[config.mk]
export PLATFORM = sky130hd
export DESIGN_NAME = hz_unit
export DESIGN_NICKNAME = d
export VERILOG_FILES = /design/src/rtl/hz_pkg.sv /design/src/rtl/hz_dest_decode.sv /design/src/rtl/hz_fwd_pick.sv /design/src/rtl/hz_load_stall.sv /design/src/rtl/hz_unit.sv
export SDC_FILE = /design/constraint.sdc
export NUM_CORES = 1
export LEC_CHECK = 0
export CAP_MARGIN = 20
export CORE_AREA = 2 2 48 68
export DETAILED_ROUTE_END_ITERATION = 12
export DIE_AREA = 0 0 50 70
export PLACE_DENSITY = 0.75
export SYNTH_ARGS = -nofsm -noshare
export SYNTH_HDL_FRONTEND = slang
export SYNTH_SLANG_ARGS = --single-unit
[constraint.sdc]
create_clock -name vclk -period 1.65
set_input_delay 0.4125 -clock vclk [all_inputs]
set_output_delay 0.4125 -clock vclk [all_outputs]
set_load 0.02 [all_outputs]
[src/rtl/hz_pkg.sv]
package hz_pkg;
    parameter int REG_W   = 5;
    parameter int INSTR_W = 32;

    localparam int SRC_A_LSB = 21;
    localparam int SRC_B_LSB = 16;
    localparam int DST_R_LSB = 11;
    localparam int N_OPND    = 2;

    typedef enum logic [1:0] {
        FMT_RR  = 2'd0,
        FMT_IMM = 2'd1,
        FMT_SB  = 2'd2,
        FMT_JMP = 2'd3
    } fmt_e;

    typedef enum logic [1:0] {
        FWD_RF  = 2'b00,
        FWD_WB  = 2'b01,
        FWD_MEM = 2'b10
    } fwd_e;

    typedef struct packed {
        logic [REG_W-1:0] num;
        logic             wen;
    } wr_port_t;

    typedef struct packed {
        logic [REG_W-1:0] src_a;
        logic [REG_W-1:0] src_b;
        logic [REG_W-1:0] dest;
        logic             use_a;
        logic             use_b;
        logic             wen;
    } dec_info_t;

    function automatic logic hits(input logic [REG_W-1:0] src,
                                  input logic             rd,
                                  input wr_port_t         w);
        return rd && w.wen && (w.num != '0) && (w.num == src);
    endfunction
endpackage

[src/rtl/hz_dest_decode.sv]
module hz_dest_decode
    import hz_pkg::*;
(
    input  logic               clk,
    input  logic               rst,
    input  logic [INSTR_W-1:0] instr,
    input  fmt_e               fmt,
    output dec_info_t          info
);
    always_comb begin
        info       = '0;
        info.src_a = instr[SRC_A_LSB +: REG_W];
        info.src_b = instr[SRC_B_LSB +: REG_W];
        unique case (fmt)
            FMT_RR: begin
                info.dest  = instr[DST_R_LSB +: REG_W];
                info.wen   = 1'b1;
                info.use_a = 1'b1;
                info.use_b = 1'b1;
            end
            FMT_IMM: begin
                info.dest  = instr[SRC_B_LSB +: REG_W];
                info.wen   = 1'b1;
                info.use_a = 1'b1;
            end
            FMT_SB: begin
                info.use_a = 1'b1;
                info.use_b = 1'b1;
            end
            default: ;
        endcase
    end

    assert_wen_fmt_R2: assert property (@(posedge clk) disable iff (rst)
        info.wen |-> (fmt == FMT_RR || fmt == FMT_IMM));
    assert_nodest_R2: assert property (@(posedge clk) disable iff (rst)
        !info.wen |-> info.dest == '0);
endmodule

[src/rtl/hz_fwd_pick.sv]
module hz_fwd_pick
    import hz_pkg::*;
(
    input  logic             clk,
    input  logic             rst,
    input  logic [REG_W-1:0] src,
    input  logic             rd,
    input  wr_port_t         mem_w,
    input  wr_port_t         wb_w,
    output fwd_e             sel
);
    logic mem_hit, wb_hit;

    always_comb begin
        mem_hit = hits(src, rd, mem_w);
        wb_hit  = hits(src, rd, wb_w);
        if (mem_hit)     sel = FWD_MEM;
        else if (wb_hit) sel = FWD_WB;
        else             sel = FWD_RF;
    end

    assert_no_zero_fwd_R6: assert property (@(posedge clk) disable iff (rst)
        sel != FWD_RF |-> src != '0);
    assert_unused_rf_R7: assert property (@(posedge clk) disable iff (rst)
        !rd |-> sel == FWD_RF);
    assert_mem_prio_R5: assert property (@(posedge clk) disable iff (rst)
        sel == FWD_WB |-> !(mem_w.wen && mem_w.num == src));
    assert_mem_match_R3: assert property (@(posedge clk) disable iff (rst)
        sel == FWD_MEM |-> (mem_w.wen && mem_w.num == src));
endmodule

[src/rtl/hz_load_stall.sv]
module hz_load_stall
    import hz_pkg::*;
(
    input  logic      clk,
    input  logic      rst,
    input  dec_info_t dec,
    input  wr_port_t  ex_w,
    input  logic      ex_is_load,
    output logic      stall
);
    logic hit_a, hit_b;

    always_comb begin
        hit_a = hits(dec.src_a, dec.use_a, ex_w);
        hit_b = hits(dec.src_b, dec.use_b, ex_w);
        stall = ex_is_load && (hit_a || hit_b);
    end

    assert_stall_load_R10: assert property (@(posedge clk) disable iff (rst)
        stall |-> (ex_is_load && ex_w.wen));
    assert_stall_nz_R6: assert property (@(posedge clk) disable iff (rst)
        stall |-> ex_w.num != '0);
    assert_stall_used_R10: assert property (@(posedge clk) disable iff (rst)
        stall |-> (dec.use_a || dec.use_b));
endmodule

[src/rtl/hz_unit.sv]
module hz_unit
    import hz_pkg::*;
(
    input  logic               clk,
    input  logic               rst,
    input  logic [INSTR_W-1:0] id_instr,
    input  logic [1:0]         id_fmt,
    input  logic [REG_W-1:0]   ex_src_a,
    input  logic [REG_W-1:0]   ex_src_b,
    input  logic               ex_use_a,
    input  logic               ex_use_b,
    input  logic [REG_W-1:0]   ex_dest,
    input  logic               ex_wen,
    input  logic               ex_is_load,
    input  logic [REG_W-1:0]   mem_dest,
    input  logic               mem_wen,
    input  logic [REG_W-1:0]   wb_dest,
    input  logic               wb_wen,
    output logic [REG_W-1:0]   id_src_a,
    output logic [REG_W-1:0]   id_src_b,
    output logic               id_use_a,
    output logic               id_use_b,
    output logic [REG_W-1:0]   id_dest,
    output logic               id_wen,
    output logic [1:0]         fwd_a,
    output logic [1:0]         fwd_b,
    output logic               stall_o,
    output logic               bubble_o
);
    dec_info_t        dec;
    wr_port_t         ex_w, mem_w, wb_w;
    logic [REG_W-1:0] opnd_src [N_OPND];
    logic             opnd_rd  [N_OPND];
    fwd_e             opnd_sel [N_OPND];
    logic             stall;

    assign ex_w  = '{num: ex_dest,  wen: ex_wen};
    assign mem_w = '{num: mem_dest, wen: mem_wen};
    assign wb_w  = '{num: wb_dest,  wen: wb_wen};

    hz_dest_decode u_dec (
        .clk   (clk),
        .rst   (rst),
        .instr (id_instr),
        .fmt   (fmt_e'(id_fmt)),
        .info  (dec)
    );

    assign opnd_src[0] = ex_src_a;
    assign opnd_src[1] = ex_src_b;
    assign opnd_rd[0]  = ex_use_a;
    assign opnd_rd[1]  = ex_use_b;

    for (genvar g = 0; g < N_OPND; g++) begin : g_opnd
        hz_fwd_pick u_pick (
            .clk   (clk),
            .rst   (rst),
            .src   (opnd_src[g]),
            .rd    (opnd_rd[g]),
            .mem_w (mem_w),
            .wb_w  (wb_w),
            .sel   (opnd_sel[g])
        );
    end

    hz_load_stall u_stall (
        .clk        (clk),
        .rst        (rst),
        .dec        (dec),
        .ex_w       (ex_w),
        .ex_is_load (ex_is_load),
        .stall      (stall)
    );

    assign id_src_a = dec.src_a;
    assign id_src_b = dec.src_b;
    assign id_use_a = dec.use_a;
    assign id_use_b = dec.use_b;
    assign id_dest  = dec.dest;
    assign id_wen   = dec.wen;
    assign fwd_a    = opnd_sel[0];
    assign fwd_b    = opnd_sel[1];
    assign stall_o  = stall;
    assign bubble_o = stall;

    assert_jmp_nostall_R10: assert property (@(posedge clk) disable iff (rst)
        (fmt_e'(id_fmt) == FMT_JMP) |-> !stall_o);
    assert_bubble_R9: assert property (@(posedge clk) disable iff (rst)
        bubble_o == stall_o);
    assert_imm_src_R1: assert property (@(posedge clk) disable iff (rst)
        (fmt_e'(id_fmt) == FMT_IMM) |-> id_dest == id_src_b);
endmodule

==> run_results.csv <==
group,metric,value,unit
timing,setup_viol,6,
drt,drc,0,
final_layout,regArea,0,um^2
power,p_sw,0.1676,mW
timing,rsz0062_at_grt,"true",
yosys,synth_top_area_cell,"xor2_1",
yosys,synth_commonest_cells,"16 x xor2_1, 14 x xnor2_1, 13 x buf_4",
global_route,grtUsageTotal,0.1497,
drt,detail_route.vias_per_cell,4.423,
power,p_per_area,247.9,mW/mm^2
power,netSwitchingFraction,0.4678,
critical_path,critical_path_class,"input port to output pin",
global_route,antenna_found_initial,0,
timing,post-route-period-util,1.224,
yosys,synth_xor_xnor_area_share,0.4468,
yosys,yosys.area.top_type_share,0.2383,
power,comb_power_share,1.000,
placed_design,placed_cells,201,
critical_path,worstSetupStartpoint,"mem_dest[3]",
drt,wl_per_cell,13.80,um
yosys,synth_most_common_cell,"xor2_1",
final_layout,seq_cells,0,
timing,holdWs,1.241,ns
power,p_int,0.1907,mW
power,ir_worst_vdd,0.1176,mV
floorplan,io_pins,91,
hold_path,hp-start,"id_instr[21]",
timing,setup_tns,-2.081,ns
yosys,synth_area_leaders,"xor2_1 24%, xnor2_1 21%, buf_4 17%, mux2i_1 8.5%, nand4_1 4.3%",
placed_design,place.gp.congestion,0.7988,
final_layout,num-nets-final,231,
status,violations,"setup timing",
final_layout,clock_buffers,0,
critical_path,cp.required,1.24,ns
floorplan,chipWidth,50,um
final_layout,n_antenna_cell,0,
critical_path,cp_data_arrival_time,1.61,ns
final_layout,finalNonFillerCells,201,
timing,fmax,0.4952,GHz
critical_path,critPathBufInv,2,
critical_path,crit_family,"simple AND/OR/NAND/NOR gates",
critical_path,slowest_stage,"or4_4",
power,seq_power_share,0,
floorplan,start_util,0.1978,
critical_path,cp_max_fo,2,
yosys,syn_area_per_cell,7.351,um^2
power,clock_power_share,0,
timing,slew_headroom,0.8427,
floorplan,die_height,70,um
final_layout,final_area,0.001445,mm^2
power,leakage,0.6806,nW
yosys,seq_area_frac_synth,0,
placed_design,dp_hpwl,2.422,mm
critical_path,end_kind,"output pin",
drt,ant_nets,0,
yosys,synth.distinct_cells,18,
yosys,synth_cells,80,
final_layout,drive_gt1_frac,0.4630,
yosys,yosys-mux-area-fraction,0.08511,
floorplan,die_area,0.003500,mm^2
yosys,synth-compound-area-share,0.04043,
drt,vias,889,
global_route,grt_max_degree,7,
timing,maxSlewViolCount,0,
global_route,grt_pass1_wl,4.167,mm
final_layout,area_growth,145.7,%
yosys,synth.cell_area,588.1,um^2
job,maxCapViolCount,0,
drt,drt_iter0_drc,8,
floorplan,row_count,24,
timing,min_period,2.019,ns
drt,drt-total-wl,2.774,mm
yosys,synth_fa_ha_area_frac,0,
timing,worst_pin_slew,0.2338,ns
critical_path,start_kind,"input port",
placed_design,port_buffers,72,
drt,dr.pass1.iters,2,
critical_path,worstPathCellList,"buf_6, or4_4, o21ai_4, nor3_4, nor3_4, buf_6",
yosys,synth-simple-area-share,0.2426,
power,power,0.3583,mW
floorplan,core-area,0.002973,mm^2
global_route,grt_pass1_vias,935,
placed_design,place_area,0.001476,mm^2
timing,finalWorstSetupSlack,-0.3694,ns
hold_path,worstHoldPathType,"input port to output pin",
yosys,synth_top_family_by_area,"XOR/XNOR gates",
yosys,yosysWarnings,0,
critical_path,timing.critical_path.slowest_cell_delay,0.54,ns
global_route,grt_overflow,0,
clock_network,postCtsHoldBufs,0,
status,status,"finished, violations left",
yosys,synth_nets,147,
timing,finalHoldViolCount,0,
metal layers:
metal / global-route usage / vias up / part of all wire
met5: 0 / - / 0
met4: 0 / 0 / 0
met3: 0.03205 / 0 / 0.097
met1: 0.1273 / 392 / 0.32
met2: 0.3392 / 71 / 0.58
li1: - / 426 / -
worst paths after layout:
path,slack [ns],end,cells after the start
max,-0.37,fwd_a[0],6
min,1.24,id_src_a[0],2
cells in the final DEF (no fill, tap or decap):
master,n
mux2i_2,1
clkdlybuf4s15_1,6
buf_2,13
xnor2_1,13
o21ai_1,1
nand4_1,4
nand2_1,2
inv_1,2
nor4_1,2
o21ai_4,2
nor4_2,2
mux2i_1,4
or4_1,1
buf_6,13
xor2_2,3
xor2_1,13
dlymetal6s2s_1,2
a21oi_4,1
xnor2_2,1
or4_4,2
clkbuf_2,10
dlygate4sd2_1,19
nand2_2,1
nor2_1,5
buf_4,22
nor3_4,4
nand3_1,2
clkdlybuf4s50_1,11
cell families (layout without fill, tap and decap cells):
kind of cell,after synthesis,after routing
AOI/OAI and AO/OA,4,4
xor gates and xnor gates,30,30
muxes,5,5
buffers and inverters,16,98
and+or+nand+nor,25,25
through the flow:
step	utilization	worst slack [ns]
after floorplan	-	-0.1582
after global placement	0.4966	-1.188
after detailed placement	0.4966	-1.203
after CTS	0.4983	-0.3870
after global routing	0.4861	-0.4126
final	0.4861	-0.3694
area by class of cell:
| cell class | instances | area (um^2) |
|---|---|---|
| inverter | 2 | 7.507 |
| timing repair buffer | 96 | 788.3 |
| tap | 39 | 48.80 |
| fill | 288 | 1528 |
| multi-input combinational | 64 | 600.6 |
power groups by stage:
stage | registers (mW) | logic, mW | clock network (mW)
after floorplan | 0 | 0.144 | 0
after global placement | 0 | 0.374 | 0
after detailed placement | 0 | 0.381 | 0
after CTS | 0 | 0.361 | 0
after global routing | 0 | 0.382 | 0
final | 0 | 0.358 | 0
timing repair:
item,in CTS,in global routing
pin swaps,26,16
gates resized for setup,166,27
setup endpoints to repair,24,8
setup buffers,0,0
(Power assumes the default switching activity.)
